===== src/rtl/dwu_pkg.sv =====
package dwu_pkg;
  localparam logic [7:0] CAUSE_WATCH = 8'h0C;
  localparam int         ARM_BIT     = 19;
  localparam int         FLD_BASE    = 2;
  localparam int         FLD_STRIDE  = 4;

  function automatic int fld_lsb(input int n);
    return FLD_BASE + FLD_STRIDE * n;
  endfunction

  function automatic logic [31:0] ctrl_mask(input int nwp);
    logic [31:0] m;
    m = '0;
    for (int n = 0; n < nwp; n++) m[fld_lsb(n) +: 2] = 2'b11;
    return m;
  endfunction
endpackage


===== src/rtl/dwu_range_cmp.sv =====
module dwu_range_cmp #(
  parameter int ADDR_W = 32
) (
  input  logic [ADDR_W-1:0] lo,
  input  logic [ADDR_W-1:0] hi,
  input  logic [1:0]        trig,
  input  logic [ADDR_W-1:0] addr,
  input  logic              is_write,
  output logic              match
);
  logic in_range;
  logic dir_ok;
  always_comb begin
    in_range = (addr >= lo) && (addr <= hi);
    dir_ok   = is_write ? trig[1] : trig[0];
    match    = in_range && dir_ok;
  end
endmodule


===== src/rtl/dwu_prio.sv =====
module dwu_prio #(
  parameter int N = 6,
  localparam int IW = (N > 1) ? $clog2(N) : 1
) (
  input  logic [N-1:0]  req,
  output logic          any,
  output logic [IW-1:0] win
);
  always_comb begin
    any = |req;
    win = '0;
    for (int i = N - 1; i >= 0; i--) begin
      if (req[i]) win = IW'(i);
    end
  end

  // the winner is a requester and no lower-numbered request exists
  always_comb begin
    if (any) begin
      p_win_lowest_r6: assert (req[win] && ((req & ((N'(1) << win) - N'(1))) == '0));
    end
  end
endmodule


===== src/rtl/dwu_regfile.sv =====
module dwu_regfile
  import dwu_pkg::*;
#(
  parameter int NUM_WP = 6,
  parameter int ADDR_W = 32,
  parameter int DATA_W = 32,
  parameter int IDX_W  = 4
) (
  input  logic                          clk,
  input  logic                          rst_n,
  input  logic                          reg_we,
  input  logic [IDX_W-1:0]              reg_idx,
  input  logic [DATA_W-1:0]             reg_wdata,
  output logic [DATA_W-1:0]             reg_rdata,
  input  logic [DATA_W-1:0]             stat_in,
  input  logic [ADDR_W-1:0]             eaddr_in,
  output logic [DATA_W-1:0]             ctrl_o,
  output logic                          arm_o,
  output logic [NUM_WP-1:0][ADDR_W-1:0] lo_o,
  output logic [NUM_WP-1:0][ADDR_W-1:0] hi_o,
  output logic                          stat_wr_o
);
  localparam int          ARM_IDX   = 2 * NUM_WP + 1;
  localparam int          STAT_IDX  = 2 * NUM_WP + 2;
  localparam int          EADDR_IDX = 2 * NUM_WP + 3;
  localparam logic [31:0] CMASK     = ctrl_mask(NUM_WP);

  logic [DATA_W-1:0] ctrl_q;
  logic              arm_q;
  logic [ADDR_W-1:0] lo_q [NUM_WP];
  logic [ADDR_W-1:0] hi_q [NUM_WP];

  always_ff @(posedge clk) begin
    if (!rst_n) begin
      ctrl_q <= '0;
      arm_q  <= 1'b0;
    end else if (reg_we) begin
      if (reg_idx == IDX_W'(0))       ctrl_q <= reg_wdata & DATA_W'(CMASK);
      if (reg_idx == IDX_W'(ARM_IDX)) arm_q  <= reg_wdata[ARM_BIT];
    end
  end

  for (genvar n = 0; n < NUM_WP; n++) begin : g_bnd
    always_ff @(posedge clk) begin
      if (!rst_n) begin
        lo_q[n] <= '0;
        hi_q[n] <= '0;
      end else if (reg_we) begin
        if (reg_idx == IDX_W'(1 + 2 * n)) lo_q[n] <= reg_wdata[ADDR_W-1:0];
        if (reg_idx == IDX_W'(2 + 2 * n)) hi_q[n] <= reg_wdata[ADDR_W-1:0];
      end
    end
    assign lo_o[n] = lo_q[n];
    assign hi_o[n] = hi_q[n];
  end

  assign ctrl_o    = ctrl_q;
  assign arm_o     = arm_q;
  assign stat_wr_o = reg_we && (reg_idx == IDX_W'(STAT_IDX));

  always_comb begin
    reg_rdata = '0;
    if (reg_idx == IDX_W'(0)) reg_rdata = ctrl_q;
    for (int n = 0; n < NUM_WP; n++) begin
      if (reg_idx == IDX_W'(1 + 2 * n)) reg_rdata = DATA_W'(lo_q[n]);
      if (reg_idx == IDX_W'(2 + 2 * n)) reg_rdata = DATA_W'(hi_q[n]);
    end
    if (reg_idx == IDX_W'(ARM_IDX))   reg_rdata[ARM_BIT] = arm_q;
    if (reg_idx == IDX_W'(STAT_IDX))  reg_rdata = stat_in;
    if (reg_idx == IDX_W'(EADDR_IDX)) reg_rdata = DATA_W'(eaddr_in);
  end

  // reserved trigger-word bits never hold a one
  p_ctrl_reserved_r11: assert property (@(posedge clk) disable iff (!rst_n)
    (ctrl_q & ~DATA_W'(CMASK)) == '0);
endmodule


===== src/rtl/dwu_watch_unit.sv =====
module dwu_watch_unit
  import dwu_pkg::*;
#(
  parameter int NUM_WP = 6,
  parameter int ADDR_W = 32,
  parameter int DATA_W = 32,
  parameter int IDX_W  = 4
) (
  input  logic              clk,
  input  logic              rst_n,
  input  logic              acc_valid,
  input  logic [ADDR_W-1:0] acc_addr,
  input  logic              acc_write,
  input  logic              reg_we,
  input  logic [IDX_W-1:0]  reg_idx,
  input  logic [DATA_W-1:0] reg_wdata,
  output logic [DATA_W-1:0] reg_rdata,
  output logic              wp_hit,
  output logic [DATA_W-1:0] exc_status,
  output logic [ADDR_W-1:0] exc_addr
);
  localparam int WIN_W = (NUM_WP > 1) ? $clog2(NUM_WP) : 1;

  logic [DATA_W-1:0]             ctrl;
  logic                          arm;
  logic [NUM_WP-1:0][ADDR_W-1:0] lo;
  logic [NUM_WP-1:0][ADDR_W-1:0] hi;
  logic                          stat_wr;
  logic [NUM_WP-1:0]             match;
  logic                          any_match;
  logic [WIN_W-1:0]              win;
  logic                          fire;

  logic              hit_q;
  logic              ev_valid_q;
  logic [WIN_W-1:0]  ev_win_q;
  logic [ADDR_W-1:0] ev_addr_q;

  dwu_regfile #(
    .NUM_WP(NUM_WP), .ADDR_W(ADDR_W), .DATA_W(DATA_W), .IDX_W(IDX_W)
  ) u_regs (
    .clk(clk), .rst_n(rst_n),
    .reg_we(reg_we), .reg_idx(reg_idx), .reg_wdata(reg_wdata), .reg_rdata(reg_rdata),
    .stat_in(exc_status), .eaddr_in(exc_addr),
    .ctrl_o(ctrl), .arm_o(arm), .lo_o(lo), .hi_o(hi), .stat_wr_o(stat_wr)
  );

  for (genvar n = 0; n < NUM_WP; n++) begin : g_cmp
    dwu_range_cmp #(.ADDR_W(ADDR_W)) u_cmp (
      .lo(lo[n]), .hi(hi[n]), .trig(ctrl[fld_lsb(n) +: 2]),
      .addr(acc_addr), .is_write(acc_write), .match(match[n])
    );
  end

  dwu_prio #(.N(NUM_WP)) u_prio (.req(match), .any(any_match), .win(win));

  assign fire = acc_valid && arm && any_match;

  always_ff @(posedge clk) begin
    if (!rst_n) begin
      hit_q      <= 1'b0;
      ev_valid_q <= 1'b0;
      ev_win_q   <= '0;
      ev_addr_q  <= '0;
    end else begin
      hit_q <= fire;
      if (stat_wr) begin
        ev_valid_q <= 1'b0;
        ev_win_q   <= '0;
        ev_addr_q  <= '0;
      end else if (fire && !ev_valid_q) begin
        ev_valid_q <= 1'b1;
        ev_win_q   <= win;
        ev_addr_q  <= acc_addr;
      end
    end
  end

  always_comb begin
    exc_status            = '0;
    exc_status[15:8]      = ev_valid_q ? CAUSE_WATCH : 8'h00;
    exc_status[WIN_W-1:0] = ev_win_q;
  end
  assign exc_addr = ev_addr_q;
  assign wp_hit   = hit_q;

  // a pulse always follows a sampled strobe
  p_hit_after_strobe_r5: assert property (@(posedge clk) disable iff (!rst_n)
    wp_hit |-> $past(acc_valid));
  // a pulse requires the arm flag at the sampling edge
  p_hit_needs_arm_r4: assert property (@(posedge clk) disable iff (!rst_n)
    wp_hit |-> $past(arm));
  // a recorded event carries the watch cause and a valid index
  p_cause_code_r6: assert property (@(posedge clk) disable iff (!rst_n)
    (exc_status[15:8] != 8'h00) |-> (exc_status[15:8] == CAUSE_WATCH && int'(ev_win_q) < NUM_WP));
  // a held event address does not move while the event stays recorded
  p_sticky_addr_r8: assert property (@(posedge clk) disable iff (!rst_n)
    (ev_valid_q && $past(ev_valid_q)) |-> $stable(exc_addr));
  // an acknowledge always clears the record at the next edge
  p_ack_clears_r8: assert property (@(posedge clk) disable iff (!rst_n)
    stat_wr |=> (exc_status == '0));
endmodule


===== config.mk =====
export PLATFORM = sky130hd
export DESIGN_NAME = dwu_watch_unit
export DESIGN_NICKNAME = d
export VERILOG_FILES = /design/src/rtl/dwu_pkg.sv /design/src/rtl/dwu_range_cmp.sv /design/src/rtl/dwu_prio.sv /design/src/rtl/dwu_regfile.sv /design/src/rtl/dwu_watch_unit.sv
export SDC_FILE = /design/constraint.sdc
export NUM_CORES = 1
export LEC_CHECK = 0
export CORE_ASPECT_RATIO = 1.1
export CORE_MARGIN = 2
export CORE_UTILIZATION = 30
export DETAILED_ROUTE_END_ITERATION = 12
export PLACE_DENSITY_LB_ADDON = 0.12
export SETUP_SLACK_MARGIN = 0.2
export SYNTH_ARGS = -nofsm -noshare
export SYNTH_HDL_FRONTEND = slang
export SYNTH_SLANG_ARGS = --single-unit

===== constraint.sdc =====
create_clock -name clk -period 4.65 [get_ports clk]
set_input_delay 0.465 -clock clk [delete_from_list [all_inputs] [get_ports clk]]
set_output_delay 0.465 -clock clk [all_outputs]
set_load 0.01 [all_outputs]

==> results by group, run 1 <==
Route
  – Routed vias/inst: about 5.3
  – DR vias: between 20000 and 25000
  – TritonRoute pass-1 iters: 7
  – Post-route ant nets: 0
  – Wirelength per Cell: 27.3 um
  – Final WL: about 120000 um
  – DRC: 0
  – 1st-iter DRT viols: ~2400

Yosys
  – Synth unique cells: 72
  – Synthesis-stage register bit count: around 430
  – EDFF count, synth: 384
  – Synth warnings: 0
  – Ys async rst share: 0
  – Cells after synthesis: 3001
  – Synthesized cell area: 29400 um^2
  – Syn Area/Cell: 9.78 um^2
  – Post-synth top flop: edfxtp_1
  – Sequential area share after synthesis: 0.427

Pwr
  – Pwr per Cell Area: ~310 nW/um^2
  – Int Power: roughly 0.0076 W
  – P_sw: 0.00316 W
  – Comb power frac: 0.175
  – Leakage: around 15 nW
  – Worst ir drop on vdd: 0.210 mV
  – Sequential fraction of design power: 0.425
  – Net Sw Frac: 0.292
  – Clock share of power: 0.400

GRT
  – Vias in the first global route: 24200
  – Met3 GRT Util: 0.0306
  – GRT Residual Overflow: 0
  – Met2 usage: 0.393
  – GR met1 Demand/Resource: 0.336
  – First-pass GRT wire length: 176000 um
  – Largest net degree at the start of global routing: 83
  – Most Used Layer, Global Route: met2
  – Initial antenna violation count: 6
  – All-layer global routing usage: 0.243

CTS
  – Maximum clock path buffer count: 3
  – Worst skew pair latency: 620 ps
  – # resized after CTS: 0
  – Number of post-CTS setup repair buffers: 0
  – Number of CTS-inserted buffers: 52
  – CTS tree: yes
  – CTS clk-pin slew, worst paths: ~60 ps
  – CTS sink count: 434
  – Total number of H-tree levels: 2
  – Post-cts hold buffer count: 0
  – Clock root buffer master: clkbuf_16

Timing
  – WHS: 497 ps
  – Slew @ Worst Pin: ~1200 ps
  – Final hold vios: 0
  – Final Max Tran Viols: 0
  – Slew headroom: 0.218
  – Fin crit share: 0.959
  – Skew final: 20.4 ps
  – FMAX: 0.224 GHz
  – RSZ-0062 raised after global routing: false
  – Final WS setup: 189 ps
  – Fin crit period: 4460 ps
  – # setup viols final: 0

Final layout
  – Layout cells sized above 1: 0.0869
  – Filler cells: between 9000 and 10000
  – Fin area: 34800 um^2
  – P&R area growth vs syn: 18.4%
  – Final net count: between 3000 and 4000
  – Non-Filler Instances: 4529

Place
  – Dpl hpwl: 93600 um
  – Placed inst area: between 30000 and 40000 um^2
  – GPL Wtd Cong: 0.941
  – Pre-CTS WS: -258 ps
  – Placed cell count: between 4000 and 5000
  – IO Port Bufs: 142

Setup path
  – Ordered list of cells on the worst path: buf_2, nand2b_1, nor2_2, buf_12, a22oi_1, a41oi_1, o22ai_1, a32oi_1, clkdlybuf4s50_1
  – Cell family with most CP delay: compound AO/OA/AOI/OAI gates
  – Worst path buffer plus inverter count: 3
  – Critical Path End Type: output pin
  – CP Class: input pin to output pin
  – Slowest CP cell: nor2_2
  – Crit-path max FO: 13
  – Crit path launch type: input pin
  – Critical path's largest stage delay: 860 ps
  – CP Data Required Time: 4180 ps
  – Arrival time worst endpoint: roughly 4000 ps

Floorplanning
  – Die W: 302 um
  – Initial Util: 0.302
  – Core ar.: 97100 um^2
  – Ports: 170
  – Rows: 120
  – Chip height: about 330 um
  – Total die area: roughly 100000 um^2

Flow run
  – Max cap viols: 0

Run status
  – Status: complete, no violations

Hold path
  – HP Class: register to register
==> area by class of cell <==
type                    instances  area [um^2]  area share
inverters                     391         1470      0.0422
flip-flops and latches        434        12500       0.361
diodes                          4         10.0    0.000288
multi-input cells            2028        14800       0.425
repair buffers                295         2650      0.0763
well taps                    1281         1600      0.0461
clock buffers                  69         1420      0.0408
clock inverters                27          313     0.00900
==> worst register-to-register path: cells and delay by family (launching register included) <==
kind                     cells  cell delay, ps
buffers and inverters        3             540
flip-flops                   1             420
AO/OA/AOI/OAI                4            1000
adder cells (fa/ha/maj)      1             290
multiplexers                 1             220
AND/OR/NAND/NOR              4            1350
==> worst paths after layout <==
check	from	to	slack (ps)	cells after the start
max	reg_idx[2]	reg_rdata[3]	190	9
min	u_regs.ctrl_o[18]	u_regs.ctrl_o[18]	500	2
min reg2reg	u_regs.ctrl_o[18]	u_regs.ctrl_o[18]	500	2
max reg2reg	u_regs.hi_q[1][14]	exc_addr[4]	700	13
==> cells in the final DEF, fill, tap and decap left out, types with 35 or more instances in the layout <==
| cell | netlist | layout |
|---|---|---|
| a22oi_1 | 73 | 73 |
| nand2_1 | 197 | 187 |
| nand3_1 | 48 | 48 |
| edfxtp_1 | 384 | 384 |
| buf_4 | 29 | 146 |
| inv_1 | 390 | 390 |
| nor2_1 | 135 | 120 |
| a21o_1 | 39 | 39 |
| nand4_1 | 65 | 65 |
| a221oi_1 | 36 | 36 |
| a21oi_1 | 172 | 172 |
| o21ai_0 | 115 | 115 |
| clkdlybuf4s50_1 | 0 | 138 |
| o22ai_1 | 35 | 35 |
| clkbuf_16 | 0 | 53 |
| dfxtp_1 | 50 | 50 |
| and2_1 | 387 | 387 |
| ha_1 | 384 | 384 |
| mux2i_1 | 59 | 59 |
==> power by group through the flow <==
| stage | Combinational (W) | Sequential (W) | Clock [W] |
|---|---|---|---|
| finish | 0.00189 | 0.00459 | 0.00432 |
| CTS | 0.00188 | 0.00459 | 0.00440 |
| global placement | 0.00185 | 0.00467 | 0 |
| floorplan | 0.000993 | 0.00460 | 0 |
| global route | 0.00207 | 0.00461 | 0.00453 |
| detailed placement | 0.00187 | 0.00467 | 0 |
==> sequential cells by signal, indices dropped and copies added (netlist names) <==
name           cells
u_regs.hi_q      192
u_regs.lo_q      192
exc_addr          32
u_regs.ctrl_o     12
ev_win_q           3
ev_valid_q         1
u_regs.arm_o       1
wp_hit             1
==> per-layer routing <==
metal  part of all wire  vias up
met1               0.45    11900
met2               0.46      904
li1                   -    11100
met5                  0        -
met3              0.061      165
met4              0.033        0
==> cell families after synthesis <==
group                      after synthesis  share of synthesized area
and+or+nand+nor                        917                      0.165
AOI/OAI and AO/OA                      636                      0.144
buffers and inverters                  565                     0.0779
DFF                                    434                      0.427
adders and majority gates              384                      0.164
muxes                                   64                     0.0228
other                                    1                   0.000128
==> cell usage after synthesis, types with 39 or more instances <==
library cell | count | area (um^2)
inv_1 | 390 | 1460
and2_1 | 387 | 2420
edfxtp_1 | 384 | 11500
ha_1 | 384 | 4800
nand2_1 | 197 | 739
a21oi_1 | 172 | 861
nor2_1 | 135 | 507
clkbuf_1 | 134 | 503
o21ai_0 | 115 | 576
a22oi_1 | 73 | 548
nand4_1 | 65 | 407
mux2i_1 | 59 | 591
dfxtp_1 | 50 | 1000
nand3_1 | 48 | 240
a21o_1 | 39 | 293
==> stage by stage <==
| step | power, W | setup TNS [ps] | utilization |
|---|---|---|---|
| 4_1_cts | 0.0109 | 0 | 0.358 |
| 3_5_place_dp | 0.00654 | -8030 | 0.340 |
| 3_3_place_gp | 0.00652 | -4740 | 0.340 |
| 6_report | 0.0108 | 0 | 0.358 |
| 2_1_floorplan | 0.00560 | 0 | - |
| 5_1_grt | 0.0112 | 0 | 0.358 |
Note: power is estimated with default switching activity, not from simulation.
==> inputs of run 2 (changes only) <==
--- a/config.mk
+++ b/config.mk
@@ -6,8 +6,7 @@
 export NUM_CORES = 1
 export LEC_CHECK = 0
 export CORE_ASPECT_RATIO = 1.1
-export CORE_MARGIN = 2
-export CORE_UTILIZATION = 30
+export CORE_UTILIZATION = 46
 export DETAILED_ROUTE_END_ITERATION = 12
 export PLACE_DENSITY_LB_ADDON = 0.12
 export SETUP_SLACK_MARGIN = 0.2
==> run 2 against run 1 <==
Effect of this change:
- hold slack worse by 14 ps
- largest cell class unchanged
- cell area decreased by 1.7%
- maximum frequency up 4.4%
- utilization increased by 19 points
- critical path type unchanged
- die area is 35% lower
- combinational power about the same
- first-iteration DRC count is 17% higher
- global-route usage rose by 11 points
==> results by group, run 2 (same netlist as run 1, synthesis figures left out) <==
CTS
  – Number of CTS-inserted buffers: 51
  – Maximum clock path buffer count: 3
  – Clock root buffer master: clkbuf_16
  – # resized after CTS: 0
  – Number of post-CTS setup repair buffers: 0
  – Total number of H-tree levels: 2
  – CTS sink count: 434
  – Post-cts hold buffer count: 0
  – Worst skew pair latency: 610 ps
  – CTS clk-pin slew, worst paths: 50 ps
  – CTS tree: yes

Setup path
  – CP Class: input pin to output pin
  – Slowest CP cell: o21ai_0
  – R2r worst-path depth: 14
  – Critical Path End Type: output pin
  – Ordered list of cells on the worst path: buf_2, clkinv_1, nand2_1, nor3_2, buf_4, a222oi_1, a31oi_1, o21ai_0, a32oi_1, clkdlybuf4s50_1
  – Critical path's largest stage delay: 630 ps
  – Crit path launch type: input pin
  – Crit-path max FO: 10
  – CP Data Required Time: 4180 ps
  – Arrival time worst endpoint: 3810 ps

Pwr
  – Leakage: 14.7 nW
  – Pwr per Cell Area: 309 nW/um^2
  – Worst ir drop on vdd: 0.261 mV

Hold path
  – HP Class: register to register
  – Hold path depth: 2

Timing
  – FMAX: 0.234 GHz
  – WHS: 483 ps
  – Slew @ Worst Pin: 1090 ps
  – Fin crit share: 0.919
  – Final WS setup: around 380 ps
  – Slew headroom: 0.266
  – RSZ-0062 raised after global routing: false
  – # setup viols final: 0
  – Skew final: about 12 ps
  – Fin crit period: about 4300 ps
  – Final hold vios: 0
  – Final Max Tran Viols: 0

Floorplanning
  – Total die area: 64800 um^2
  – Core ar.: 62700 um^2
  – Ports: 170
  – Initial Util: 0.468
  – Die W: 243 um
  – Chip height: between 200 and 300 um
  – Rows: 96

Route
  – Final WL: approximately 110000 um
  – Routed vias/inst: 6.11
  – 1st-iter DRT viols: 2868
  – Post-route ant nets: 0
  – DR vias: between 20000 and 25000
  – TritonRoute pass-1 iters: 6
  – DRC: 0
  – Wirelength per Cell: 28.0 um

Final layout
  – Most frequent cells in the layout: 390 x inv_1, 387 x and2_1, 384 x ha_1, 384 x edfxtp_1, 197 x nand2_1
  – Layout cells sized above 1: 0.0835
  – Core Util, Final: 0.545
  – P&R area growth vs syn: 16.3%
  – Most common cell after layout, fill and taps aside: inv_1
  – Final net count: 3665
  – Non-Filler Instances: 4081

Flow run
  – Max cap viols: 0

GRT
  – Initial antenna violation count: 8
  – Largest net degree at the start of global routing: 52
  – Vias in the first global route: 24000
  – First-pass GRT wire length: around 160000 um
  – All-layer global routing usage: 0.349
  – GRT Residual Overflow: 0

Place
  – Dpl hpwl: 85300 um
  – GPL Wtd Cong: 0.980
  – Placed cell count: approximately 4000
  – Pre-CTS WS: -84.8 ps
  – IO Port Bufs: 142

Run status
  – Status: complete, no violations
## run 2: cell count changes in the layout (fill, tap and decap cells not counted), moves of 3 or more
| cell | previous run | this run |
|---|---|---|
| buf_4 | 146 | 151 |
| clkinv_2 | 10 | 7 |
| diode_2 | 4 | 1 |
| nand2_1 | 187 | 197 |
| nand2_2 | 10 | 0 |
## run 2: power breakdown
part           leakage, nW  internal (W)  switching, W
Sequential            4.08       0.00445      0.000139
Clock                0.796       0.00239       0.00170
Combinational         9.82      0.000682       0.00120
## run 2: path summary, 6_finish.rpt
kind | slack [ps] | from | end
worst max-delay path | 380 | reg_idx[1] | reg_rdata[26]
worst min-delay path | 480 | u_regs.ctrl_o[6] | u_regs.ctrl_o[6]
worst min register to register | 480 | u_regs.ctrl_o[6] | u_regs.ctrl_o[6]
worst max register to register | 760 | u_regs.hi_q[1][14] | exc_addr[14]
## run 2: layout make-up
| type | count | area, um^2 |
|---|---|---|
| clock buffer | 69 | 1370 |
| timing repair buffer | 302 | 2730 |
| antenna | 1 | 2.50 |
| clock inverter | 23 | 265 |
| tap | 833 | 1040 |
| inverter | 391 | 1470 |
| sequential | 434 | 12500 |
| fill | 5674 | 28600 |
| multi-input combinational | 2028 | 14700 |
## run 2: stage by stage
step	setup TNS (ps)	cell area, um^2	power (W)
final	0	34100	0.0106
after global placement	-874	32500	0.00645
after detailed placement	-1800	32500	0.00650
after CTS	0	34100	0.0105
after floorplan	0	29500	0.00560
after global routing	0	34100	0.0109
## run 2: critical path, delay by kind of cell
kind	cells	cell delay, ps
AO/OA/AOI/OAI	4	1630
buffers and inverters	4	1320
AND/OR/NAND/NOR	2	370
## run 2: per-layer routing
layer / wire length (um) / vias up / part of all wire / track usage
met5: 19 / - / 0.00017 / 0
met4: 3690 / 4 / 0.032 / 0.111
met3: 10800 / 197 / 0.094 / 0.0505
met2: 50100 / 1310 / 0.44 / 0.540
met1: 49700 / 12300 / 0.43 / 0.500
li1: - / 11100 / - / -
